<file path="src/rtl/scl_div_pkg.sv">
package scl_div_pkg;

  typedef enum logic [1:0] {
    PH_IDLE = 2'd0,
    PH_LOW  = 2'd1,
    PH_HIGH = 2'd2
  } phase_e;

  // Fixed extra ticks added to each SCL phase, chosen by the prescale value.
  function automatic logic [3:0] extra_ticks(input logic [31:0] p);
    if (p == 32'd0)      return 4'd7;
    else if (p == 32'd1) return 4'd6;
    else                 return 4'd5;
  endfunction

endpackage

</file>
<file path="src/rtl/scl_cfg_shadow.sv">
module scl_cfg_shadow #(
  parameter int PSC_W = 8,
  parameter int CNT_W = 8
) (
  input  logic             clk,
  input  logic             rst_n,
  input  logic             load,
  input  logic [PSC_W-1:0] psc_i,
  input  logic [CNT_W-1:0] low_i,
  input  logic [CNT_W-1:0] high_i,
  output logic [PSC_W-1:0] psc_q,
  output logic [CNT_W-1:0] low_q,
  output logic [CNT_W-1:0] high_q
);

  always_ff @(posedge clk or negedge rst_n) begin
    if (!rst_n) begin
      psc_q  <= '0;
      low_q  <= '0;
      high_q <= '0;
    end else if (load) begin
      psc_q  <= psc_i;
      low_q  <= low_i;
      high_q <= high_i;
    end
  end

  // configuration frozen while not loading
  a_r9_cfg_frozen: assert property (@(posedge clk) disable iff (!rst_n)
    !load |=> ($stable(psc_q) && $stable(low_q) && $stable(high_q)));

endmodule

</file>
<file path="src/rtl/scl_prescale.sv">
module scl_prescale #(
  parameter int PSC_W = 8
) (
  input  logic             clk,
  input  logic             rst_n,
  input  logic             hold,
  input  logic [PSC_W-1:0] div_i,
  output logic             tick
);

  logic [PSC_W-1:0] pc_q;

  assign tick = (pc_q == div_i);

  always_ff @(posedge clk or negedge rst_n) begin
    if (!rst_n)    pc_q <= '0;
    else if (hold) pc_q <= '0;
    else if (tick) pc_q <= '0;
    else           pc_q <= pc_q + PSC_W'(1);
  end

  // the prescale count never passes the divide value
  a_r3_pc_in_range: assert property (@(posedge clk) disable iff (!rst_n)
    pc_q <= div_i);

endmodule

</file>
<file path="src/rtl/scl_phase.sv">
module scl_phase
  import scl_div_pkg::*;
#(
  parameter int LEN_W = 9
) (
  input  logic             clk,
  input  logic             rst_n,
  input  logic             go,
  input  logic             tick,
  input  logic [LEN_W-1:0] low_len,
  input  logic [LEN_W-1:0] high_len,
  output logic             active,
  output logic             scl_low,
  output logic             chg_stb,
  output logic             smp_stb
);

  localparam logic [LEN_W-1:0] ONE = LEN_W'(1);

  phase_e           st_q;
  logic [LEN_W-1:0] ph_q;
  logic             chg_q;
  logic             smp_q;
  logic             low_end;
  logic             high_end;
  logic [LEN_W-1:0] ph_inc;
  logic [LEN_W-1:0] mid_pt;

  assign ph_inc   = ph_q + ONE;
  assign mid_pt   = high_len >> 1;
  assign low_end  = tick && (ph_q == low_len - ONE);
  assign high_end = tick && (ph_q == high_len - ONE);

  always_ff @(posedge clk or negedge rst_n) begin
    if (!rst_n) begin
      st_q  <= PH_IDLE;
      ph_q  <= '0;
      chg_q <= 1'b0;
      smp_q <= 1'b0;
    end else if (!go) begin
      st_q  <= PH_IDLE;
      ph_q  <= '0;
      chg_q <= 1'b0;
      smp_q <= 1'b0;
    end else begin
      chg_q <= 1'b0;
      smp_q <= 1'b0;
      unique case (st_q)
        PH_IDLE: begin
          st_q  <= PH_LOW;
          ph_q  <= '0;
          chg_q <= 1'b1;
        end
        PH_LOW: begin
          if (low_end) begin
            st_q <= PH_HIGH;
            ph_q <= '0;
          end else if (tick) begin
            ph_q <= ph_inc;
          end
        end
        PH_HIGH: begin
          if (high_end) begin
            st_q  <= PH_LOW;
            ph_q  <= '0;
            chg_q <= 1'b1;
          end else if (tick) begin
            ph_q  <= ph_inc;
            smp_q <= (ph_inc == mid_pt);
          end
        end
        default: begin
          st_q <= PH_IDLE;
          ph_q <= '0;
        end
      endcase
    end
  end

  assign active  = (st_q != PH_IDLE);
  assign scl_low = (st_q == PH_LOW);
  assign chg_stb = chg_q;
  assign smp_stb = smp_q;

  // a dropped request releases SCL and silences the strobes
  a_r11_stop_release: assert property (@(posedge clk) disable iff (!rst_n)
    !go |=> (!scl_low && !chg_stb && !smp_stb));

  // a request seen while idle opens a fresh low phase
  a_r6_fresh_low: assert property (@(posedge clk) disable iff (!rst_n)
    (!active && go) |=> (scl_low && chg_stb));

  // the two strobes never coincide
  a_r7_strobe_excl: assert property (@(posedge clk) disable iff (!rst_n)
    !(chg_stb && smp_stb));

  // sample strobe only inside a high phase
  a_r8_smp_in_high: assert property (@(posedge clk) disable iff (!rst_n)
    smp_stb |-> (active && !scl_low));

  // without a prescaler tick the phase position holds
  a_r3_hold_no_tick: assert property (@(posedge clk) disable iff (!rst_n)
    (active && go && !tick) |=> ($stable(ph_q) && $stable(st_q)));

endmodule

</file>
<file path="src/rtl/scl_clk_gen.sv">
module scl_clk_gen
  import scl_div_pkg::*;
#(
  parameter int PSC_W = 8,
  parameter int CNT_W = 8
) (
  input  logic             clk,
  input  logic             rst_n,
  input  logic             mod_en,
  input  logic             run_req,
  input  logic [PSC_W-1:0] psc_i,
  input  logic [CNT_W-1:0] low_i,
  input  logic [CNT_W-1:0] high_i,
  output logic             scl_low_o,
  output logic             chg_stb_o,
  output logic             smp_stb_o
);

  localparam int LEN_W = CNT_W + 1;

  logic [PSC_W-1:0] psc_q;
  logic [CNT_W-1:0] low_q;
  logic [CNT_W-1:0] high_q;
  logic [LEN_W-1:0] low_len;
  logic [LEN_W-1:0] high_len;
  logic [LEN_W-1:0] k_ext;
  logic             go;
  logic             active;
  logic             tick;
  logic             pre_hold;

  assign go       = mod_en && run_req;
  assign pre_hold = !(go && active);
  assign k_ext    = LEN_W'(extra_ticks(32'(psc_q)));
  assign low_len  = LEN_W'(low_q) + k_ext;
  assign high_len = LEN_W'(high_q) + k_ext;

  scl_cfg_shadow #(.PSC_W(PSC_W), .CNT_W(CNT_W)) u_cfg (
    .clk    (clk),
    .rst_n  (rst_n),
    .load   (!mod_en),
    .psc_i  (psc_i),
    .low_i  (low_i),
    .high_i (high_i),
    .psc_q  (psc_q),
    .low_q  (low_q),
    .high_q (high_q)
  );

  scl_prescale #(.PSC_W(PSC_W)) u_pre (
    .clk   (clk),
    .rst_n (rst_n),
    .hold  (pre_hold),
    .div_i (psc_q),
    .tick  (tick)
  );

  scl_phase #(.LEN_W(LEN_W)) u_ph (
    .clk      (clk),
    .rst_n    (rst_n),
    .go       (go),
    .tick     (tick),
    .low_len  (low_len),
    .high_len (high_len),
    .active   (active),
    .scl_low  (scl_low_o),
    .chg_stb  (chg_stb_o),
    .smp_stb  (smp_stb_o)
  );

  // disabling the module releases SCL on the next cycle
  a_r1_disable_release: assert property (@(posedge clk) disable iff (!rst_n)
    !mod_en |=> (!scl_low_o && !chg_stb_o && !smp_stb_o));

  // the phase lengths never drop below the smallest offset
  a_r4_min_phase: assert property (@(posedge clk) disable iff (!rst_n)
    (low_len >= LEN_W'(5)) && (high_len >= LEN_W'(5)));

endmodule

</file>
<file path="config.mk">
export PLATFORM = sky130hd
export DESIGN_NAME = scl_clk_gen
export DESIGN_NICKNAME = d
export VERILOG_FILES = /design/src/rtl/scl_div_pkg.sv /design/src/rtl/scl_cfg_shadow.sv /design/src/rtl/scl_prescale.sv /design/src/rtl/scl_phase.sv /design/src/rtl/scl_clk_gen.sv
export SDC_FILE = /design/constraint.sdc
export NUM_CORES = 1
export LEC_CHECK = 0
export CORE_UTILIZATION = 27
export DETAILED_ROUTE_END_ITERATION = 7
export DONT_BUFFER_PORTS = 1
export PLACE_DENSITY = 0.48
export REMOVE_ABC_BUFFERS = 1
export SLEW_MARGIN = 0
export SYNTH_ARGS = -nofsm -noshare
export SYNTH_HDL_FRONTEND = slang
export SYNTH_HIERARCHICAL = 1
export SYNTH_SLANG_ARGS = --single-unit
</file>
<file path="constraint.sdc">
create_clock -name clk -period 5.81 [get_ports clk]
set_input_delay 1.162 -clock clk [delete_from_list [all_inputs] [get_ports clk]]
set_output_delay 1.162 -clock clk [all_outputs]
set_load 0.01 [all_outputs]
</file>
==> reports/results.txt, run 1 <==
Post-DR wirelength/cell: 14.9 µm
Starting DRT DRC Count: 96
Final core occ: 30.0%
CTS resizes: 0
Gpl congestion: 0.780
Worst-path cell chain: or4_4 > nor4_4 > nand2_1 > ha_1 > fa_1 > o21ai_0 > xnor2_1 > inv_1 > maj3_2 > o22a_1 > o41a_1 > o311ai_4 > nor2_1
Pwr dens: 241 nW/µm²
CTS tree: done
Clock transition at path regs: 70 ps
Number of cells on the worst reg-to-reg path: 13
Dominant synthesized flop cell: dfrtp_1
Most frequent cell after synthesis: dfrtp_1
Yosys warnings: 6
Setup CP Type: reg2reg
Ranking of synthesized cells by area: dfrtp_1, xor2_1, mux2_4
Layout cell share with drive strength beyond 1: 13.9%
Hpwl dp: 5600 µm
CTS max path bufs: 2
Post-synthesis sequential area ratio: 33.2%
Crit path depth: 13
Area added between synthesis and finish: 7.08%
Die X-Extent: 114 µm
Tot Pwr: 0.000875 W
Slew @ Worst Pin: 839 ps
Die area: 13000 µm²
Cells after Synth: 331
Synth top cells by count: dfrtp_1, xor2_1, nor2_1
Routed WL: 7290 µm
Remaining global-route overflow: 0
Vias: 2233
Crit-path max FO: 9
R2r startpoint: u_cfg/psc_q[6]
Vias/cell: 4.55
Peak VDD IR: 0.0962 mV
Synth cell types: 56
RSZ-0062 raised after global routing: false
Slowest CP cell: or4_4
Setup Fix Bufs, Post-CTS: 0
Die H: 114 µm
R2r endpoint: u_ph/ph_q[0]
I/O Pins: 31
Initial DRT Pass Iterations: 4
Inst Count DP: 483
Routed Antenna Nets: 0
Antenna diodes: 0
Avg Cell Area, Syn: 10.2 µm²
DRC viols: 0
Period minus WS final: 4600 ps
Fmax: 0.217 GHz
Hold WC Path Type: reg2reg
Async set or reset register ratio after synthesis: 100%
First-pass GRT wire length: 12200 µm
Critical path arrival: 4750 ps
Max incr delay on CP: 550 ps
Yosys top cell by area: dfrtp_1
Max-cap viol count: 0
Crit. Startpoint: u_cfg/psc_q[6]
Gr usage total: 12.0%
Worst setup margin: 1210 ps
Synth top area share: 33.2%
CTS H-tree depth: 2
Pleak: 1.47 nW
Initial Utilization: 28.0%
EDFF count, synth: 0
Status: completed
Startpoint class of the critical path: flip-flop
Clk_lat worst skew: 280 ps
Crit path capture: u_ph/ph_q[0]
Worst setup EP type: flip-flop
Port bufs: 0
Vias in the first global route: 2312
Cts hold-fix bufs: 0
CTS sink count: 45
Final net count: 364
TritonCTS buffer count: 5
Register bit count reported by yosys: 45
Clk root buf: clkbuf_16
Final Cycle Share: 79.2%
CP required: 5960 ps
Final Hold Fails: 0
Num rows: 40
Mapped Area: 3390 µm²
Largest net degree at the start of global routing: 46
CORE AREA: 12100 µm²
Worst Path Buf+Inv: 1
Delay-heaviest family, CP: compound AO/OA/AOI/OAI gates
Final setup violation count: 0
Final setup skew: 7.85 ps
Slack of the worst reg-to-reg path: 1210 ps
Final Non-Filler Cells: 491
Setup TNS Final: 0 ps
Worst slew margin: 43.7%
Initial antenna violation count: 0
Pins Over Slew Limit: 0
Setup WS pre-CTS: 1210 ps
[report_power, final]
group / total [W] / internal, W / switching [W]
registers: 0.000359 / 0.000333 / 0.0000257
logic: 0.000224 / 0.000102 / 0.000122
clock network: 0.000292 / 0.000171 / 0.000121
total: 0.000875 / 0.000606 / 0.000268
[layer usage]
layer  wire length (µm)  vias to the layer above  track usage [%]
met3                176                        2             2.28
met2               3590                       20             20.6
li1                   -                     1149                -
met1               3500                     1062             15.8
met4                 28                        0             2.08
met5                  0                        -                0
[layout by cell type, fill, tap and decap left out, types with 4 or more instances in the layout]
master	count
nand2_1	20
clkbuf_16	5
mux2_4	20
nand3_1	11
ha_1	12
a211oi_1	10
mux2_2	4
nor3_1	7
nor3b_1	6
o21ai_0	8
dfrtp_1	45
nand4_1	11
a21oi_1	4
inv_1	15
xnor2_1	25
nor4_4	4
xor2_1	37
nor2_1	27
[per-stage QoR]
| stage | hold slack, ps | cell area (µm²) |
|---|---|---|
| after floorplan | 489 | 3260 |
| after global routing | 552 | 3630 |
| after detailed placement | 549 | 3480 |
| final | 561 | 3630 |
| after CTS | 561 | 3630 |
| after global placement | 540 | 3480 |
[state kept, by name, summed over array words and instances, names as in the netlist]
| register | flops |
|---|---|
| u_pre/pc_q | 8 |
| u_cfg/high_q | 8 |
| u_ph/st_q | 2 |
| u_cfg/low_q | 8 |
| u_ph/ph_q | 9 |
| u_ph/smp_stb | 1 |
| u_ph/chg_stb | 1 |
| u_cfg/psc_q | 8 |
[layout make-up]
cell class                 instances  area (µm²)
sequential                        45        1130
inverter                          15        56.3
clock buffer                       6         139
multi-input combinational        254        2080
clock inverter                     2        13.8
tap                              168         210
fill                            1292        8480
timing repair buffer               1        7.51
[kinds of logic (layout without fill, tap and decap cells)]
| logic type | count (synthesis) | count (layout) | synth area share, % |
|---|---|---|---|
| fa+ha+maj | 15 | 15 | 5.94 |
| simple gates | 105 | 105 | 17.6 |
| mux | 26 | 26 | 10.8 |
| xor+xnor | 62 | 62 | 16.0 |
| buf+inv | 32 | 24 | 5.50 |
| compound gates | 46 | 46 | 10.9 |
| flops | 45 | 45 | 33.2 |
[how the worst min path moves through the flow]
stage	startpoint	to	slack [ps]	depth (start not counted)
2_1_floorplan	u_cfg/high_q[0]	u_cfg/high_q[0]	490	1
6_report	u_cfg/high_q[0]	u_cfg/high_q[0]	560	1
3_3_place_gp	u_cfg/psc_q[6]	u_cfg/psc_q[6]	540	1
3_5_place_dp	u_cfg/high_q[0]	u_cfg/high_q[0]	550	1
4_1_cts	rst_n	u_cfg/psc_q[1]	560	0
5_1_grt	rst_n	u_cfg/low_q[1]	550	0
Power figures use the tool's default switching activity.
==> run 2, diff against run 1 <==
clock period = 4.55 ns   (was 5.81 ns; I/O delays follow)
==> reports/results.txt, run 2 (same netlist as run 1, synthesis figures left out) <==
Gpl congestion: 0.756
Worst setup EP type: flip-flop
Die H: 114 µm
Routed Antenna Nets: 0
Post-Layout Inst Area: 3710 µm²
Area added between synthesis and finish: 9.48%
Final setup violation count: 0
Clk root buf: clkbuf_16
Final Cycle Share: 93.3%
Initial Utilization: 28.0%
Cts hold-fix bufs: 0
Crit path capture: u_ph/ph_q[0]
Status: completed
Clk pwr share: 36.8%
First-pass GRT wire length: 12400 µm
Initial DRT Pass Iterations: 4
CTS tree: done
Antenna diodes: 0
Slew @ Worst Pin: 563 ps
Initial antenna violation count: 0
Die X-Extent: 114 µm
Placed Area: 3510 µm²
I/O Pins: 31
Vias: 2355
CTS H-tree depth: 2
Setup TNS Final: 0 ps
R2r startpoint: u_cfg/psc_q[6]
Inst Count DP: 487
Logic pwr share: 25.0%
Layout cell share with drive strength beyond 1: 16.2%
Starting DRT DRC Count: 114
Commonest cells after routing, fill and taps aside: dfrtp_1, xor2_1, nor2_1
Cell internal pwr: 0.000839 W
Peak VDD IR: 0.159 mV
Hold slack final: 315 ps
Post-DR wirelength/cell: 15.1 µm
Die area: 13000 µm²
CTS max path bufs: 2
Routed WL: 7490 µm
Startpoint class of the critical path: flip-flop
RSZ-0062 raised after global routing: false
TritonCTS buffer count: 5
Net switching power: 0.000360 W
Num rows: 40
CP required: 4720 ps
Pleak: 1.51 nW
Final Hold Fails: 0
Gr usage total: 12.0%
Slack of the worst reg-to-reg path: 300 ps
Remaining global-route overflow: 0
Largest net degree at the start of global routing: 46
Max-cap viol count: 0
Final setup skew: 8.44 ps
Critical path arrival: 4420 ps
Worst slew margin: 61.5%
CORE AREA: 12100 µm²
Largest Register: u_ph/ph_q
Hold WC Path Type: in2async
Final Non-Filler Cells: 496
Sequential share of power: 38.2%
Clock transition at path regs: 70 ps
Crit-path max FO: 8
Setup CP Type: reg2reg
Hpwl dp: 5510 µm
Max FFs per register: 9
Final core occ: 30.7%
Vias in the first global route: 2402
Clk_lat worst skew: 290 ps
Fmax: 0.235 GHz
Port bufs: 0
Most common cell after layout, fill and taps aside: dfrtp_1
CTS sink count: 45
Number of cells on the worst reg-to-reg path: 14
Crit. Startpoint: u_cfg/psc_q[6]
Final net count: 369
Switching Fraction: 30.1%
DRC viols: 0
Period minus WS final: 4250 ps
Pins Over Slew Limit: 0
R2r endpoint: u_ph/ph_q[0]
Pwr dens: 323 nW/µm²
Vias/cell: 4.75
-- run 2: per-stage QoR --
stage               setup slack (ps)  total power [W]
floorplan                        375         0.000697
global placement                 235         0.000754
detailed placement               156         0.000760
CTS                              134          0.00121
global route                    60.6          0.00126
finish                           303          0.00120
-- run 2: worst min-delay path by stage --
| stage | slack, ps | endpoint | start |
|---|---|---|---|
| floorplan | 490 | u_cfg/high_q[0] | u_cfg/high_q[0] |
| global placement | 540 | u_cfg/psc_q[3] | u_cfg/psc_q[3] |
| detailed placement | 550 | u_cfg/high_q[0] | u_cfg/high_q[0] |
| CTS | 310 | u_pre/pc_q[5] | rst_n |
| global route | 300 | u_cfg/low_q[3] | rst_n |
| finish | 320 | u_cfg/low_q[3] | rst_n |
-- run 2: cell type report --
| class | count | area [µm²] |
|---|---|---|
| Clock buffer | 6 | 139 |
| Clock inverter | 2 | 37.5 |
| Fill cell | 1278 | 8400 |
| Inverter | 15 | 56.3 |
| Multi-Input combinational cell | 254 | 2100 |
| Sequential cell | 45 | 1130 |
| Tap cell | 168 | 210 |
| Timing Repair Buffer | 6 | 45.0 |
-- run 2: power by group through the flow --
stage	Combinational [W]	Sequential (W)	Clock (W)
after global routing	0.000330	0.000463	0.000464
after global placement	0.000290	0.000465	0
after detailed placement	0.000295	0.000465	0
after CTS	0.000297	0.000458	0.000453
final	0.000300	0.000458	0.000442
after floorplan	0.000242	0.000455	0
-- run 2: metal layers --
layer  wire, µm  vias to the layer above  global-route usage [%]
li1           -                     1165                       -
met1       3600                     1154                    15.5
met2       3540                       30                    20.4
met3        229                        6                    2.38
met4        115                        0                    3.81
met5          0                        -                       0
-- run 2: critical path, stage by stage, from the launching register on --
cell,delay (ps)
dfrtp_1,400
or4_4,550
nor4_4,160
nand2_1,110
ha_1,230
fa_1,430
o21ai_0,290
xnor2_2,190
nor4_4,330
xnor2_1,160
a41oi_1,160
o41a_1,550
o311ai_4,290
buf_4,210
nor2_1,60
-- run 2: what timing repair did --
item                       4_1_cts  5_1_grt
setup buffers                    0        1
setup endpoints to repair        0       10
resized for setup                0        3
==> run 3, diff against run 2 <==
RECOVER_POWER = 50   (was unset)
==> reports/results.txt, run 3 (same netlist as run 1, synthesis figures left out) <==
Status: completed
Clk root buf: clkbuf_16
Hold WC Path Type: in2async
Slowest CP cell: o41a_1
Peak VDD IR: 0.159 mV
Crit path top cell by count: nor4_4
Hpwl dp: 5510 µm
CTS sink count: 45
Die X-Extent: 114 µm
Vias in the first global route: 2402
CTS max path bufs: 2
Critical path arrival: 4420 ps
Filler cell count: 1277
Area added between synthesis and finish: 9.37%
Remaining global-route overflow: 0
Setup TNS Final: 0 ps
Worst setup EP type: flip-flop
TritonCTS buffer count: 5
Antenna diodes: 0
Fmax: 0.235 GHz
Layout cell share with drive strength beyond 1: 15.9%
Final Cycle Share: 93.4%
Worst-path cell chain: or4_4 > nor4_4 > nand2_1 > ha_1 > fa_1 > o21ai_0 > xnor2_2 > nor4_4 > xnor2_1 > a41oi_1 > o41a_1 > o311ai_4 > buf_4 > nor2_1
Startpoint class of the critical path: flip-flop
Max-cap viol count: 0
Die area: 13000 µm²
Pleak: 1.50 nW
Clk pwr share: 36.8%
Die H: 114 µm
Final Hold Fails: 0
Commonest cells after routing, fill and taps aside: dfrtp_1, xor2_1, nor2_1
Crit-path max FO: 8
Largest Register: u_ph/ph_q
Pins Over Slew Limit: 0
Final setup violation count: 0
R2r startpoint: u_cfg/psc_q[6]
Logic pwr share: 25.0%
Routed Antenna Nets: 0
CORE AREA: 12100 µm²
Port bufs: 0
Switching Fraction: 30.1%
Max incr delay on CP: 560 ps
RSZ-0062 raised after global routing: false
Hold slack final: 316 ps
Number of cells on the worst reg-to-reg path: 14
CTS H-tree depth: 2
Starting DRT DRC Count: 125
Clk_lat worst skew: 290 ps
Final net count: 369
Gr usage total: 12.0%
First-pass GRT wire length: 12400 µm
Net switching power: 0.000360 W
Gpl congestion: 0.756
Vias: 2351
CP required: 4720 ps
Setup CP Type: reg2reg
Period minus WS final: 4250 ps
Slew @ Worst Pin: 558 ps
Post-DR wirelength/cell: 15.1 µm
Initial DRT Pass Iterations: 4
Max FFs per register: 9
Num rows: 40
Cts hold-fix bufs: 0
Initial Utilization: 28.0%
I/O Pins: 31
CTS tree: done
Sequential share of power: 38.2%
Final Non-Filler Cells: 496
Worst slew margin: 61.9%
Slack of the worst reg-to-reg path: 300 ps
Cell internal pwr: 0.000838 W
DRC viols: 0
Final setup skew: 8.24 ps
Largest net degree at the start of global routing: 46
Pwr dens: 323 nW/µm²
Vias/cell: 4.74
Inst Count DP: 487
Initial antenna violation count: 0
R2r endpoint: u_ph/ph_q[0]
Clock transition at path regs: 70 ps
Routed WL: 7470 µm
Most common cell after layout, fill and taps aside: dfrtp_1
==> run 3: cell counts in the layout (fill, tap and decap cells not counted) <==
No cell type changed its count.
==> run 3: worst max-delay path by stage <==
| stage | startpoint | depth (start not counted) | end |
|---|---|---|---|
| floorplan | u_cfg/psc_q[6] | 13 | u_ph/ph_q[0] |
| CTS | u_cfg/psc_q[6] | 13 | u_ph/ph_q[0] |
| finish | u_cfg/psc_q[6] | 14 | u_ph/ph_q[0] |
| detailed placement | u_cfg/psc_q[6] | 13 | u_ph/ph_q[0] |
| global route | u_cfg/psc_q[6] | 14 | u_ph/ph_q[1] |
| global placement | u_cfg/psc_q[6] | 13 | u_ph/ph_q[8] |
==> run 3: critical path, delay by kind of cell, from the launching register on <==
family / cells / cell delay, ps
flops: 1 / 410
compound gates: 4 / 1310
fa+ha+maj: 2 / 660
simple gates: 5 / 1210
buf+inv: 1 / 210
xor+xnor: 2 / 350
==> run 3: cell type report <==
type                            count  area, µm²  area share (%)
Sequential cell                    45       1130            30.4
Timing Repair Buffer                6       45.0            1.21
Clock buffer                        6        139            3.74
Inverter                           15       56.3            1.52
Tap cell                          168        210            5.67
Multi-Input combinational cell    254       2090            56.5
Clock inverter                      2       37.5            1.01
==> run 3: power by group through the flow <==
stage          sequential, W  combinational (W)  clock [W]
2_1_floorplan       0.000455           0.000242          0
3_3_place_gp        0.000465           0.000290          0
3_5_place_dp        0.000465           0.000295          0
4_1_cts             0.000458           0.000297   0.000453
5_1_grt             0.000463           0.000330   0.000464
6_report            0.000458           0.000299   0.000441
==> run 3: repair_timing <==
action,4_1_cts,5_1_grt
buffers inserted,0,1
resized for setup,0,3
endpoints found under the setup margin,0,10
==> run 3: routing by layer <==
metal  part of all wire, %  up-vias  track usage [%]  wire [µm]
li1                      -     1163                -          -
met5                     0        -                0          0
met3                   2.4        7             2.38        182
met1                    49     1153             15.5       3640
met4                   1.6        0             3.81        121
met2                    47       28             20.4       3530
==> run 3: through the flow <==
step,power (W),cell area (µm²),setup slack [ps],util (%)
floorplan,0.000697,3260,375,-
global route,0.00126,3710,60.6,30.6
finish,0.00120,3710,299,30.6
CTS,0.00121,3680,134,30.4
detailed placement,0.000760,3510,156,29.0
global placement,0.000754,3510,235,29.0
